<file path="src/rtl/slp_seq_pkg.sv">
package slp_seq_pkg;

  localparam logic [2:0] TYP_STR  = 3'd5;
  localparam logic [2:0] TYP_STD  = 3'd6;
  localparam logic [2:0] TYP_SOFF = 3'd7;

  typedef enum logic [3:0] {
    ST_ON     = 4'd0,
    ST_WAIT   = 4'd1,
    ST_CACHE  = 4'd2,
    ST_CSTOP  = 4'd3,
    ST_SLEEP  = 4'd4,
    ST_RPWR   = 4'd5,
    ST_RRUN   = 4'd6,
    ST_RSTP   = 4'd7,
    ST_OVR    = 4'd8
  } seqState_e;

  typedef enum logic [1:0] {
    DLY_STEP   = 2'd0,
    DLY_WAKE   = 2'd1,
    DLY_STPCLK = 2'd2
  } dlySel_e;

  typedef struct packed {
    logic    loadDly;
    dlySel_e dlySel;
    logic    latchType;
    logic    forceSoff;
    logic    setWake;
    logic    savePrev;
  } seqStrobe_t;

endpackage

</file>
<file path="src/rtl/slp_seq_dpath.sv">
module slp_seq_dpath
  import slp_seq_pkg::*;
#(
  parameter int STEP_DLY   = 2,
  parameter int WAKE_DLY   = 4,
  parameter int STPCLK_DLY = 3,
  parameter int HOLD_TICKS = 4
) (
  input  logic       clk,
  input  logic       rstN,
  input  seqStrobe_t strb,
  input  logic [2:0] slpType,
  input  logic       wakeClr,
  input  logic       pwrBtn,
  input  logic       secTick,
  output logic       dlyDone,
  output logic       holdDone,
  output logic [2:0] curType,
  output logic       wakeSts,
  output logic [2:0] prevState
);

  localparam int MAX_A = (STEP_DLY > WAKE_DLY) ? STEP_DLY : WAKE_DLY;
  localparam int MAX_D = (MAX_A > STPCLK_DLY) ? MAX_A : STPCLK_DLY;
  localparam int DW    = $clog2(MAX_D + 1);
  localparam int HW    = $clog2(HOLD_TICKS + 1);

  logic [DW-1:0] dlyCnt;
  logic [DW-1:0] loadVal;
  logic [HW-1:0] holdCnt;

  always_comb begin
    unique case (strb.dlySel)
      DLY_WAKE:   loadVal = DW'(WAKE_DLY - 1);
      DLY_STPCLK: loadVal = DW'(STPCLK_DLY - 1);
      default:    loadVal = DW'(STEP_DLY - 1);
    endcase
  end

  always_ff @(posedge clk or negedge rstN) begin
    if (!rstN) begin
      dlyCnt <= '0;
    end else if (strb.loadDly) begin
      dlyCnt <= loadVal;
    end else if (dlyCnt != '0) begin
      dlyCnt <= dlyCnt - 1'b1;
    end
  end

  assign dlyDone = (dlyCnt == '0);

  always_ff @(posedge clk or negedge rstN) begin
    if (!rstN) begin
      holdCnt <= '0;
    end else if (!pwrBtn) begin
      holdCnt <= '0;
    end else if (secTick && (holdCnt != HW'(HOLD_TICKS))) begin
      holdCnt <= holdCnt + 1'b1;
    end
  end

  assign holdDone = pwrBtn && secTick && (holdCnt == HW'(HOLD_TICKS - 1));

  always_ff @(posedge clk or negedge rstN) begin
    if (!rstN) begin
      curType <= '0;
    end else if (strb.forceSoff) begin
      curType <= TYP_SOFF;
    end else if (strb.latchType) begin
      curType <= slpType;
    end
  end

  always_ff @(posedge clk or negedge rstN) begin
    if (!rstN) begin
      wakeSts <= 1'b0;
    end else if (strb.setWake) begin
      wakeSts <= 1'b1;
    end else if (wakeClr) begin
      wakeSts <= 1'b0;
    end
  end

  always_ff @(posedge clk or negedge rstN) begin
    if (!rstN) begin
      prevState <= '0;
    end else if (strb.savePrev) begin
      prevState <= curType;
    end
  end


  hold_clear_chk: assert property (@(posedge clk) disable iff (!rstN)
    !pwrBtn |=> (holdCnt == '0));


  wake_set_chk: assert property (@(posedge clk) disable iff (!rstN)
    $rose(wakeSts) |-> $past(strb.setWake));


  prev_update_chk: assert property (@(posedge clk) disable iff (!rstN)
    !$stable(prevState) |-> $past(strb.savePrev));

endmodule

</file>
<file path="src/rtl/slp_seq_ctrl.sv">
module slp_seq_ctrl
  import slp_seq_pkg::*;
(
  input  logic       clk,
  input  logic       rstN,
  input  logic [2:0] slpType,
  input  logic       slpEnWr,
  input  logic       resumeEvt,
  input  logic       fullRstCmd,
  input  logic       stopGntAck,
  input  logic       dlyDone,
  input  logic       holdDone,
  input  logic [2:0] curType,
  output seqStrobe_t strb,
  output logic       stpClkO,
  output logic       cacheSleepO,
  output logic       clkStopO,
  output logic       pwrOnO,
  output logic       asleepO
);

  seqState_e st, stN;
  logic      ovrFlag, ovrN;
  logic      validReq;

  assign validReq = slpEnWr &&
                    ((slpType == TYP_STR) || (slpType == TYP_STD) || (slpType == TYP_SOFF));

  always_comb begin
    stN     = st;
    ovrN    = ovrFlag;
    strb    = '0;
    if (st == ST_SLEEP) begin
      if (holdDone && (curType != TYP_SOFF)) begin
        strb.forceSoff = 1'b1;
      end else if (resumeEvt) begin
        stN          = ST_RPWR;
        strb.setWake = 1'b1;
        strb.loadDly = 1'b1;
        strb.dlySel  = DLY_STEP;
      end
    end else if (holdDone || ((st == ST_ON) && fullRstCmd)) begin
      stN            = ST_OVR;
      ovrN           = 1'b1;
      strb.forceSoff = 1'b1;
      strb.loadDly   = 1'b1;
      strb.dlySel    = DLY_STEP;
    end else begin
      unique case (st)
        ST_ON: begin
          if (validReq) begin
            stN            = ST_WAIT;
            ovrN           = 1'b0;
            strb.latchType = 1'b1;
          end
        end
        ST_WAIT: begin
          if (stopGntAck) begin
            stN          = ST_CACHE;
            strb.loadDly = 1'b1;
            strb.dlySel  = DLY_STEP;
          end
        end
        ST_CACHE: begin
          if (dlyDone) begin
            stN          = ST_CSTOP;
            strb.loadDly = 1'b1;
            strb.dlySel  = DLY_STEP;
          end
        end
        ST_CSTOP, ST_OVR: begin
          if (dlyDone) stN = ST_SLEEP;
        end
        ST_RPWR: begin
          if (dlyDone) begin
            stN          = ST_RRUN;
            strb.loadDly = 1'b1;
            strb.dlySel  = DLY_WAKE;
          end
        end
        ST_RRUN: begin
          if (dlyDone) begin
            stN          = ST_RSTP;
            strb.loadDly = 1'b1;
            strb.dlySel  = DLY_STPCLK;
          end
        end
        ST_RSTP: begin
          if (dlyDone) begin
            stN           = ST_ON;
            ovrN          = 1'b0;
            strb.savePrev = 1'b1;
          end
        end
        default: stN = ST_ON;
      endcase
    end
  end

  always_ff @(posedge clk or negedge rstN) begin
    if (!rstN) begin
      st      <= ST_ON;
      ovrFlag <= 1'b0;
    end else begin
      st      <= stN;
      ovrFlag <= ovrN;
    end
  end

  always_comb begin
    stpClkO     = 1'b0;
    cacheSleepO = 1'b0;
    clkStopO    = 1'b0;
    pwrOnO      = 1'b1;
    asleepO     = 1'b0;
    unique case (st)
      ST_WAIT:  stpClkO = 1'b1;
      ST_CACHE: begin stpClkO = 1'b1; cacheSleepO = 1'b1; end
      ST_CSTOP: begin stpClkO = 1'b1; cacheSleepO = 1'b1; clkStopO = 1'b1; end
      ST_SLEEP: begin
        stpClkO = !ovrFlag; cacheSleepO = !ovrFlag; clkStopO = 1'b1;
        pwrOnO  = 1'b0;     asleepO     = 1'b1;
      end
      ST_RPWR:  begin stpClkO = !ovrFlag; cacheSleepO = !ovrFlag; clkStopO = 1'b1; end
      ST_RRUN:  begin stpClkO = !ovrFlag; cacheSleepO = !ovrFlag; end
      ST_RSTP:  stpClkO = !ovrFlag;
      ST_OVR:   clkStopO = 1'b1;
      default:  ;
    endcase
  end


  stpclk_rise_chk: assert property (@(posedge clk) disable iff (!rstN)
    $rose(stpClkO) |-> $past(slpEnWr));


  clkstop_order_chk: assert property (@(posedge clk) disable iff (!rstN)
    $rose(clkStopO) |-> (stpClkO == cacheSleepO));


  cache_before_stpclk_chk: assert property (@(posedge clk) disable iff (!rstN)
    $fell(cacheSleepO) |-> stpClkO);


  pwr_off_chk: assert property (@(posedge clk) disable iff (!rstN)
    $fell(pwrOnO) |-> (clkStopO && $past(clkStopO)));

endmodule

</file>
<file path="src/rtl/slp_sequencer.sv">
module slp_sequencer
  import slp_seq_pkg::*;
#(
  parameter int STEP_DLY   = 2,
  parameter int WAKE_DLY   = 4,
  parameter int STPCLK_DLY = 3,
  parameter int HOLD_TICKS = 4
) (
  input  logic       clk,
  input  logic       rstN,
  input  logic [2:0] slpType,
  input  logic       slpEnWr,
  input  logic       resumeEvt,
  input  logic       wakeClr,
  input  logic       fullRstCmd,
  input  logic       stopGntAck,
  input  logic       pwrBtn,
  input  logic       secTick,
  output logic       stpClkReq,
  output logic       cacheSleep,
  output logic       clkStop,
  output logic       pwrOn,
  output logic       asleep,
  output logic       wakeSts,
  output logic [2:0] prevState
);

  seqStrobe_t strb;
  logic       dlyDone;
  logic       holdDone;
  logic [2:0] curType;

  slp_seq_ctrl u_ctrl (
    .clk         (clk),
    .rstN        (rstN),
    .slpType     (slpType),
    .slpEnWr     (slpEnWr),
    .resumeEvt   (resumeEvt),
    .fullRstCmd  (fullRstCmd),
    .stopGntAck  (stopGntAck),
    .dlyDone     (dlyDone),
    .holdDone    (holdDone),
    .curType     (curType),
    .strb        (strb),
    .stpClkO     (stpClkReq),
    .cacheSleepO (cacheSleep),
    .clkStopO    (clkStop),
    .pwrOnO      (pwrOn),
    .asleepO     (asleep)
  );

  slp_seq_dpath #(
    .STEP_DLY   (STEP_DLY),
    .WAKE_DLY   (WAKE_DLY),
    .STPCLK_DLY (STPCLK_DLY),
    .HOLD_TICKS (HOLD_TICKS)
  ) u_dpath (
    .clk       (clk),
    .rstN      (rstN),
    .strb      (strb),
    .slpType   (slpType),
    .wakeClr   (wakeClr),
    .pwrBtn    (pwrBtn),
    .secTick   (secTick),
    .dlyDone   (dlyDone),
    .holdDone  (holdDone),
    .curType   (curType),
    .wakeSts   (wakeSts),
    .prevState (prevState)
  );

endmodule

</file>
<file path="config.mk">
export PLATFORM = sky130hd
export DESIGN_NAME = slp_sequencer
export DESIGN_NICKNAME = d
export VERILOG_FILES = /design/src/rtl/slp_seq_pkg.sv /design/src/rtl/slp_seq_dpath.sv /design/src/rtl/slp_seq_ctrl.sv /design/src/rtl/slp_sequencer.sv
export SDC_FILE = /design/constraint.sdc
export NUM_CORES = 1
export LEC_CHECK = 0
export BUFFER_PORTS_ARGS = -buffer_cell sky130_fd_sc_hd__buf_4
export CORE_MARGIN = 4
export CORE_UTILIZATION = 55
export CTS_BUF_LIST = sky130_fd_sc_hd__clkbuf_4 sky130_fd_sc_hd__clkbuf_8 sky130_fd_sc_hd__clkbuf_16
export CTS_CLUSTER_DIAMETER = 50
export DETAILED_ROUTE_END_ITERATION = 6
export PLACE_DENSITY_LB_ADDON = 0.2
export SETUP_SLACK_MARGIN = 0.05
export SLEW_MARGIN = 5
export SYNTH_ARGS = -nofsm -noshare
export SYNTH_HDL_FRONTEND = slang
export SYNTH_SLANG_ARGS = --single-unit
</file>
<file path="constraint.sdc">
create_clock -name clk -period 2.75 [get_ports clk]
set_clock_uncertainty 0.2 [all_clocks]
set_input_delay 0.275 -clock clk [delete_from_list [all_inputs] [get_ports clk]]
set_output_delay 0.275 -clock clk [all_outputs]
set_load 0.01 [all_outputs]
</file>
# Word-level counts from Yosys, hierarchy flattened
# Cells that the tools add are included.
# W data, S select, Z words.
[op_classes]
eq_ne = 28
reduce_logical = 25
add_sub_neg = 2
mux = 53
bitwise = 1
[op_table]
columns = ["operator", "count"]
rows = [
  ["$mux W4", 11],
  ["$mux W3", 14],
  ["$ne A4 B2 Y1 const B", 7],
  ["$pmux W4 S7", 1],
  ["$mux W1", 22],
  ["$eq A4 B3 Y1 const B", 4],
  ["$pmux W3 S4", 1],
  ["$eq A3 B3 Y1 const B", 3],
  ["$reduce_and A9 Y1", 1],
  ["$eq A4 B2 Y1 const B", 2],
  ["$reduce_or A4 Y1", 2],
  ["$logic_and A1 B1 Y1", 6],
  ["$ne A3 B2 Y1 const B", 2],
  ["$ne A3 B3 Y1 const B", 2],
  ["$pmux W1 S2", 3],
  ["$reduce_bool A2 Y1", 3],
  ["$reduce_bool A3 Y1", 2],
  ["$reduce_or A3 Y1", 2],
  ["$eq A4 B1 Y1 const B", 1],
  ["$eq A4 B4 Y1 const B", 1],
  ["$logic_not A4 Y1", 1],
  ["$ne A2 B2 Y1 const B", 2],
  ["$pmux W2 S2", 1],
  ["$reduce_and A4 Y1", 1],
  ["11 further kinds", 14],
]
[word_totals]
wordCells = 116
reg_bits = 18
input_bits = 12
out_inout_bits = 9

# Logic depth before layout (Yosys ltp)
# Gate-level depths: netlist of run 1.
[depth]
word_depth = 10
mapped_depth = 8
depth_no_buf = 7

# Modules after synthesis
# From an unflattened synthesis of run 1, not the netlist that was laid out.
[hier_totals]
hier_cells = 142
hier_area_um2 = 1282.5
[by_module_without_submodules]
columns = ["module", "area_each_um2", "seq_area_each_um2", "cells_per_inst", "n_inst"]
rows = [
  ["slp_seq_dpath", 660.6, 325.3, 56, 1],
  ["slp_seq_ctrl", 621.8, 125.1, 86, 1],
]

# Least setup slack after synthesis of run 1
# OpenSTA, ideal clock, no wires.
[synth_path]
path_kind = "register -> register"
startpoint = "register u_dpath.holdCnt[0]"
endpoint = "register u_ctrl.st[0]"
n_path_buf = 1
setup_ns = 0.128
path_stages_with_launch = 8
synth_period_minus_slack_ns = 2.360
slack_ns = 0.390
arrival_time_ns = 2.032
t_required_ns = 2.422
path_cell_list = "dfrtp_1 > ha_1 > ha_1 > and3_1 > clkbuf_1 > or4_1 > o21ai_2 > mux2_1"
[synth_via]
elab_chain_cells = 5
word_cells_on_any_way = 15
cone_classes = "eq/ne (9); mux (2); reduce/logical (4)"
[synth_lines]
columns = ["element", "line", "text"]
rows = [
  ["start, declared", "slp_seq_dpath.sv:30", "logic [HW-1:0] holdCnt;"],
  ["start signal, assigned", "slp_seq_dpath.sv:58", "holdCnt <= holdCnt + 1'b1;"],
  ["$eq A3 B2 Y1 *", "slp_seq_dpath.sv:62", "assign holdDone = pwrBtn && secTick && (holdCnt == HW'(HOLD_TICKS - 1));"],
  ["$logic_and A1 B1 Y1 *", "slp_seq_dpath.sv:62", ""],
  ["$logic_or A1 B1 Y1 or $logic_and A1 B1 Y1 (tied branches)", "slp_seq_ctrl.sv:42, slp_seq_ctrl.sv:34", ""],
  ["$ne A4 B2 Y1 (no source line) (tied with other cells)", "--", ""],
  ["$reduce_and A9 Y1 (no source line) or $mux W4 (tied branches)", "--", ""],
  ["end signal, assigned", "slp_seq_ctrl.sv:105", "st <= stN;"],
  ["end, declared", "slp_seq_ctrl.sv:22", "seqState_e st, stN;"],
]
# Mark *: on every way between the ends. The rest lies on a longest branch, timed or not.
# A chain may end at the register's enable or synchronous reset.

# Worst setup path after layout of run 1
[layout_path]
startpoint = "register u_dpath.holdCnt[0]"
endpoint = "register u_ctrl.st[1]"
# Same word-level chain as after synthesis.

==> impl_results.md, run 1 <==
- Critical path endpoint category: flip-flop
- Setup tns final: 0 ns
- Avg WL per Cell: 15.07 µm
- Slew headroom: 0.6808
- Pin count of the biggest net entering global routing: 19
- Crit share post-route: 0.8846
- Clock sink count: 18
- Primary FF master, synth: dfrtp_1
- Total wire length: 2849 µm
- Startpoint types: flip-flop
- Worst VDD drop: roughly 0.00066 V
- Status: finished, final reports clean
- Worst Path Required: ~2.7 ns
- CTS tree: done
- EDFF count, synth: 0
- Grt ovf: 0
- First-pass GRT wire length: about 4700 µm
- Synthesized area: 0.001215 mm²
- FP Rows: 16
- Slew @ Worst Pin: ~0.48 ns
- Drt drc: 0
- Layout cells sized above 1: 0.2160
- Total power: about 1.6 mW
- Max frequency: slightly above 400 MHz
- Hold/Removal Path Class: primary input to flip-flop
- CTS max path bufs: 2
- Vias per Instance: 6.011
- Die width: roughly 55 µm
- Final Max Tran Viols: 0
- Crit path arrival time: 2.42 ns
- Initial antenna violation count: 0
- Post-CTS Setup Repair Bufs: 0
- Die Footprint: 0.003025 mm²
- Power density over cell area: roughly 1100 mW/mm²
- Fillers: around 170
- Commonest non-fill, non-tap cell in the layout: buf_4
- Seq/Total Area, Yosys: 0.3708
- Vias: 1,136
- Number of iterations in the first detailed-routing pass: 4
- Pre-CTS setup slack: roughly 0.36 ns
- Antenna Violating Nets Remaining: 0
- Critical path class: flip-flop to flip-flop
- Min Hold Slack: between 0.02 and 0.025 ns
- Fin worst setup slack: roughly 0.32 ns
- Overall Global Routing Usage: 0.2157
- Vias in the first global route: 1,097
- Syn Area/Cell: 8.678 µm²
- Core footprint: 0.002022 mm²
- DP HPWL: roughly 2200 µm
- Placer Congestion: slightly below 1
- Syn Nets: approximately 160
- Die extent in y: approximately 55 µm
- CTS Buf Count: 3
- Tmin final: approximately 2.4 ns
- Port bufs: 20
- CP max FO: 6
- Leakage power figure: approximately 0.66 nW
- Synthesis warning total: 0
- Starting density of the core: 0.6009
- Seq cells post-synth: 18
- Worst-path clk slew: roughly 0.1 ns
- Post-CTS sizing: 0
- Max cap viols: 0
- Cells after Synth: 140
- RSZ-0062 raised after global routing: false
- DR iter-0 viols: 41
- Clock Latency Late Sink: between 0.2 and 0.3 ns
- P&R area growth vs syn: 19.46%
- Nets: between 150 and 200
- Final hold viol count: 0
- Root Driver: clkbuf_4
- Io pins: 21
- Async S/R FF share, synth: 1.000
- # setup viols final: 0
- # diodes: 0
- Commonest non-fill, non-tap cells in the layout: 24 x buf_4, 18 x dfrtp_1, 15 x a21oi_1
- Synth unique cells: 38
- H-tree levels: 1
[kinds of logic (layout without fill, tap and decap cells)]
family          Yosys count  in the layout  synth area share
simple gates             48             48            0.2184
compound gates           39             39            0.2019
buf+inv                  19             41           0.06179
flops                    18             18            0.3708
mux                       8              8           0.07106
fa+ha+maj                 6              6           0.06179
xor+xnor                  2              2           0.01442
[final timing paths]
kind	start	to	slack, ns	cells past startpoint
max	u_dpath.holdCnt[0]$_DFFE_PN0P_	u_ctrl.st[1]$_DFFE_PN0P_	0.32	6
min	pwrBtn	u_dpath.holdCnt[0]$_DFFE_PN0P_	0.02	2
max reg2reg	u_dpath.holdCnt[0]$_DFFE_PN0P_	u_ctrl.st[1]$_DFFE_PN0P_	0.32	6
min reg2reg	u_dpath.dlyCnt[2]$_DFFE_PN0P_	u_dpath.dlyCnt[2]$_DFFE_PN0P_	0.29	1
max in group asynchronous	rstN	u_ctrl.ovrFlag$_DFFE_PN0P_	1.98	2
min in group asynchronous	rstN	u_dpath.holdCnt[2]$_DFFE_PN0P_	0.17	2
[through the flow]
stage	area [µm²]	util	instances
after detailed placement	1395	0.6900	183
after CTS	1451	0.7178	189
after global routing	1451	0.7178	189
after global placement	1395	0.6900	183
after floorplan	1215	-	140
final	1451	0.7178	189
[synth_stat cells, types with 4 or more instances]
library cell	count	share of area
nor2_1	8	0.025
clkbuf_1	5	0.015
ha_1	6	0.062
a211oi_1	4	0.025
a21oi_1	15	0.062
nor3_1	8	0.033
dfrtp_1	18	0.37
nand2b_1	6	0.031
nand2_1	8	0.025
inv_1	11	0.034
o21ai_0	10	0.041
[report_power, final]
part | leakage (nW) | total [mW] | internal (mW) | switching [mW]
registers | 0.219 | 0.483 | 0.376 | 0.107
logic | 0.419 | 0.989 | 0.463 | 0.526
clock network | 0.0210 | 0.164 | 0.0807 | 0.0831
[flip-flops by register name, summed over array words and instances (netlist names)]
signal,cells
u_ctrl.st,4
u_dpath.curType,3
u_dpath.dlyCnt,3
u_dpath.holdCnt,3
u_dpath.prevState,3
u_ctrl.ovrFlag,1
u_dpath.wakeSts,1
[final cells by class]
type | count | area (µm²) | area share
flip-flops and latches | 18 | 450.4 | 0.3103
well taps | 27 | 33.78 | 0.02328
inverters | 11 | 41.29 | 0.02845
multi-input cells | 103 | 689.4 | 0.4750
repair buffers | 26 | 200.2 | 0.1379
clock buffers | 4 | 36.28 | 0.02500
[metal layers]
layer  GRT usage  wire (µm)  up-vias  share of wire
met5           0          0        -              0
met4     0.06073         27        0         0.0095
met3     0.04558        201        4          0.071
met2      0.3957       1438       41           0.50
met1      0.2504       1182      543           0.41
li1            -          -      548              -
[worst max-delay path, cell delays in order (launching register included)]
cell     delay (ns)
dfrtp_1        0.41
ha_1           0.21
ha_1           0.20
and3_1         0.24
or4_1          0.50
o21ai_2        0.22
mux2_1         0.35
[what timing repair did]
item,in CTS,in global routing
hold buffers,2,0
endpoints found under the setup margin,0,0
endpoints found under the hold margin,19,0
No activity file was read; power rests on OpenSTA's default activity.
==> inputs of run 2 (changes only) <==
--- a/config.mk
+++ b/config.mk
@@ -6,8 +6,10 @@
 export NUM_CORES = 1
 export LEC_CHECK = 0
 export BUFFER_PORTS_ARGS = -buffer_cell sky130_fd_sc_hd__buf_4
+export CELL_PAD_IN_SITES_DETAIL_PLACEMENT = 1
+export CELL_PAD_IN_SITES_GLOBAL_PLACEMENT = 2
 export CORE_MARGIN = 4
-export CORE_UTILIZATION = 55
+export CORE_UTILIZATION = 33
 export CTS_BUF_LIST = sky130_fd_sc_hd__clkbuf_4 sky130_fd_sc_hd__clkbuf_8 sky130_fd_sc_hd__clkbuf_16
 export CTS_CLUSTER_DIAMETER = 50
 export DETAILED_ROUTE_END_ITERATION = 6
==> constraint.sdc (replaced) <==
create_clock -name clk -period 2.24 [get_ports clk]
set_clock_uncertainty 0.2 [all_clocks]
set_input_delay 0.224 -clock clk [delete_from_list [all_inputs] [get_ports clk]]
set_output_delay 0.224 -clock clk [all_outputs]
set_load 0.01 [all_outputs]
==> run 2 against run 1 <==
Compared with the run above: routed wire length is 23% higher; design area is 16% higher; non-clock buffer count is 15 higher; utilization is 23 points lower; sequential cell count stayed put; critical endpoint unchanged; first-iteration DRC count is 4.9% lower; clock power is 35% higher; register-to-register slack worse by 0.26 ns; sequential share of layout area is 4.2 points lower.
==> impl_results.md, run 2 (synthesis results as in run 1) <==
- Setup tns final: 0 ns (unchanged)
- DP HPWL: 2651 µm (+23%)
- Root Driver: clkbuf_8
- Vias: 1,180 (+3.9%)
- Max FFs per register: 4 (unchanged)
- Crit-path cells: ha_2, ha_4, and3_4, or4_4, o21ai_4, mux2_4
- Slowest library cell on the worst path: or4_4
- First-pass GRT wire length: 5871 µm (+24%)
- Avg WL per Cell: 15.84 µm (+5.1%)
- Final hold viol count: 0 (unchanged)
- RSZ-0062 raised after global routing: true
- Total wire length: 3516 µm (+23%)
- Final Max Tran Viols: 0 (unchanged)
- Clock Latency Late Sink: 0.25 ns (-0.04 ns)
- Worst-path clk slew: 0.06 ns (-0.04 ns)
- Initial antenna violation count: 0 (unchanged)
- Leakage power figure: 0.7430 nW (+13%)
- CP max FO: 5 (-1)
- Final core utilization: 0.4904 (-0.2275)
- Total power: 2.381 mW (+46%)
- H-tree levels: 1 (unchanged)
- Critical path endpoint category: flip-flop
- Pin count of the biggest net entering global routing: 19 (unchanged)
- Max frequency: 458.5 MHz (+12%)
- Vias per Instance: 5.315 (-12%)
- Antenna Violating Nets Remaining: 0 (unchanged)
- Power density over cell area: 1411 mW/mm² (+25%)
- Vias in the first global route: 1,243 (+13%)
- Crit path arrival time: 2.12 ns (-0.30 ns)
- Max cap viols: 0 (unchanged)
- Tmin final: 2.181 ns (-0.2515 ns)
- Io pins: 21 (unchanged)
- Nets: 196 (+8.3%)
- Worst VDD drop: 0.0005838 V (-11%)
- Pre-CTS setup slack: -0.05985 ns (-0.4177 ns)
- Drt drc: 0 (unchanged)
- Fillers: 417 (+150%)
- Core footprint: 0.003442 mm² (+70%)
- Hold/Removal Path Class: primary input to flip-flop
- Grt ovf: 0 (unchanged)
- Die width: 68.68 µm (+25%)
- Fin worst setup slack: 0.05881 ns (-0.2585 ns)
- Starting density of the core: 0.3530 (-0.2479)
- Layout cells sized above 1: 0.3750 (+0.1590)
- CP Buf/Inv Count: 0 (unchanged)
- Critical path class: flip-flop to flip-flop
- Number of iterations in the first detailed-routing pass: 4 (unchanged)
- CTS max path bufs: 2 (unchanged)
- Die extent in y: 68.68 µm (+25%)
- Startpoint types: flip-flop
- # diodes: 0 (unchanged)
- Slew @ Worst Pin: 0.3893 ns (-0.08573 ns)
- Crit share post-route: 0.9737 (+0.08914)
- Largest stage delay on the critical path: 0.43 ns (-0.07 ns)
- Die Footprint: 0.004716 mm² (+56%)
- P&R area growth vs syn: 38.93%
- Overall Global Routing Usage: 0.1676 (-0.04812)
- CTS tree: done
- Status: finished, final reports clean
- Placer Congestion: 0.8725 (-9.6%)
- Largest Register: u_ctrl.st
- FP Rows: 21 (+5)
- DR iter-0 viols: 39 (-4.9%)
- # setup viols final: 0 (unchanged)
- Slew headroom: 0.7404 (+0.05959)
- Commonest non-fill, non-tap cells in the layout: 39 x buf_4, 16 x dfrtp_1, 14 x a21oi_1
- Commonest non-fill, non-tap cell in the layout: buf_4
- CTS Buf Count: 3 (unchanged)
- CP delay by family, top: simple AND/OR/NAND/NOR gates
- Port bufs: 20 (unchanged)
- Worst Path Required: 2.17 ns (-0.56 ns)
- Clock sink count: 18 (unchanged)
run 2: worst min-delay path, cell delays in order:
cell,delay (ns)
buf_4,0.11
nand2_1,0.04
o21ai_0,0.06
run 2: cell type report:
type,count,area (µm²),share of cell area
Clock buffer,3,41.29,0.02446
Multi-Input combinational cell,103,782.0,0.4633
Inverter,11,41.29,0.02446
Timing Repair Buffer,41,312.8,0.1853
Tap cell,46,57.56,0.03410
Sequential cell,18,452.9,0.2683
run 2: final timing paths:
kind                                                start  slack [ns]  cells after the start                             to
setup / recovery           u_dpath.holdCnt[1]$_DFFE_PN0P_        0.06                      6       u_ctrl.st[1]$_DFFE_PN0P_
hold / removal                                  resumeEvt        0.03                      3    u_dpath.wakeSts$_DFFE_PN0P_
setup reg to reg           u_dpath.holdCnt[1]$_DFFE_PN0P_        0.06                      6       u_ctrl.st[1]$_DFFE_PN0P_
hold reg to reg             u_dpath.dlyCnt[2]$_DFFE_PN0P_        0.30                      1  u_dpath.dlyCnt[2]$_DFFE_PN0P_
max in group asynchronous                            rstN        1.42                      2       u_ctrl.st[0]$_DFFE_PN0P_
min in group asynchronous                            rstN        0.20                      2  u_dpath.dlyCnt[2]$_DFFE_PN0P_
run 2: metrics by stage:
| stage | hold slack (ns) | instance area (µm²) | std cells |
|---|---|---|---|
| 2_1_floorplan | -0.2716 | 1231 | 140 |
| 3_3_place_gp | -0.09549 | 1509 | 212 |
| 3_5_place_dp | -0.09075 | 1509 | 212 |
| 4_1_cts | 0.01321 | 1618 | 218 |
| 5_1_grt | 0.02475 | 1688 | 222 |
| 6_report | 0.02625 | 1688 | 222 |
run 2: repair_timing:
item,in CTS,in global routing
gates resized for setup,9,10
pin swaps,1,2
hold endpoints to repair,19,0
endpoints found under the setup margin,4,7
buffers inserted,1,4
hold buffers,2,0
run 2: routing by layer:
| layer | up-vias | global-route usage | routed length (µm) |
|---|---|---|---|
| li1 | 570 | - | - |
| met1 | 586 | 0.2104 | 1592 |
| met2 | 19 | 0.2956 | 1792 |
| met3 | 5 | 0.02107 | 89 |
| met4 | 0 | 0.05211 | 40 |
| met5 | - | 0 | 0 |
run 2: power by group:
part,internal [mW],switching [mW]
Combinational,0.790,0.764
Clock,0.119,0.103
Sequential,0.467,0.138
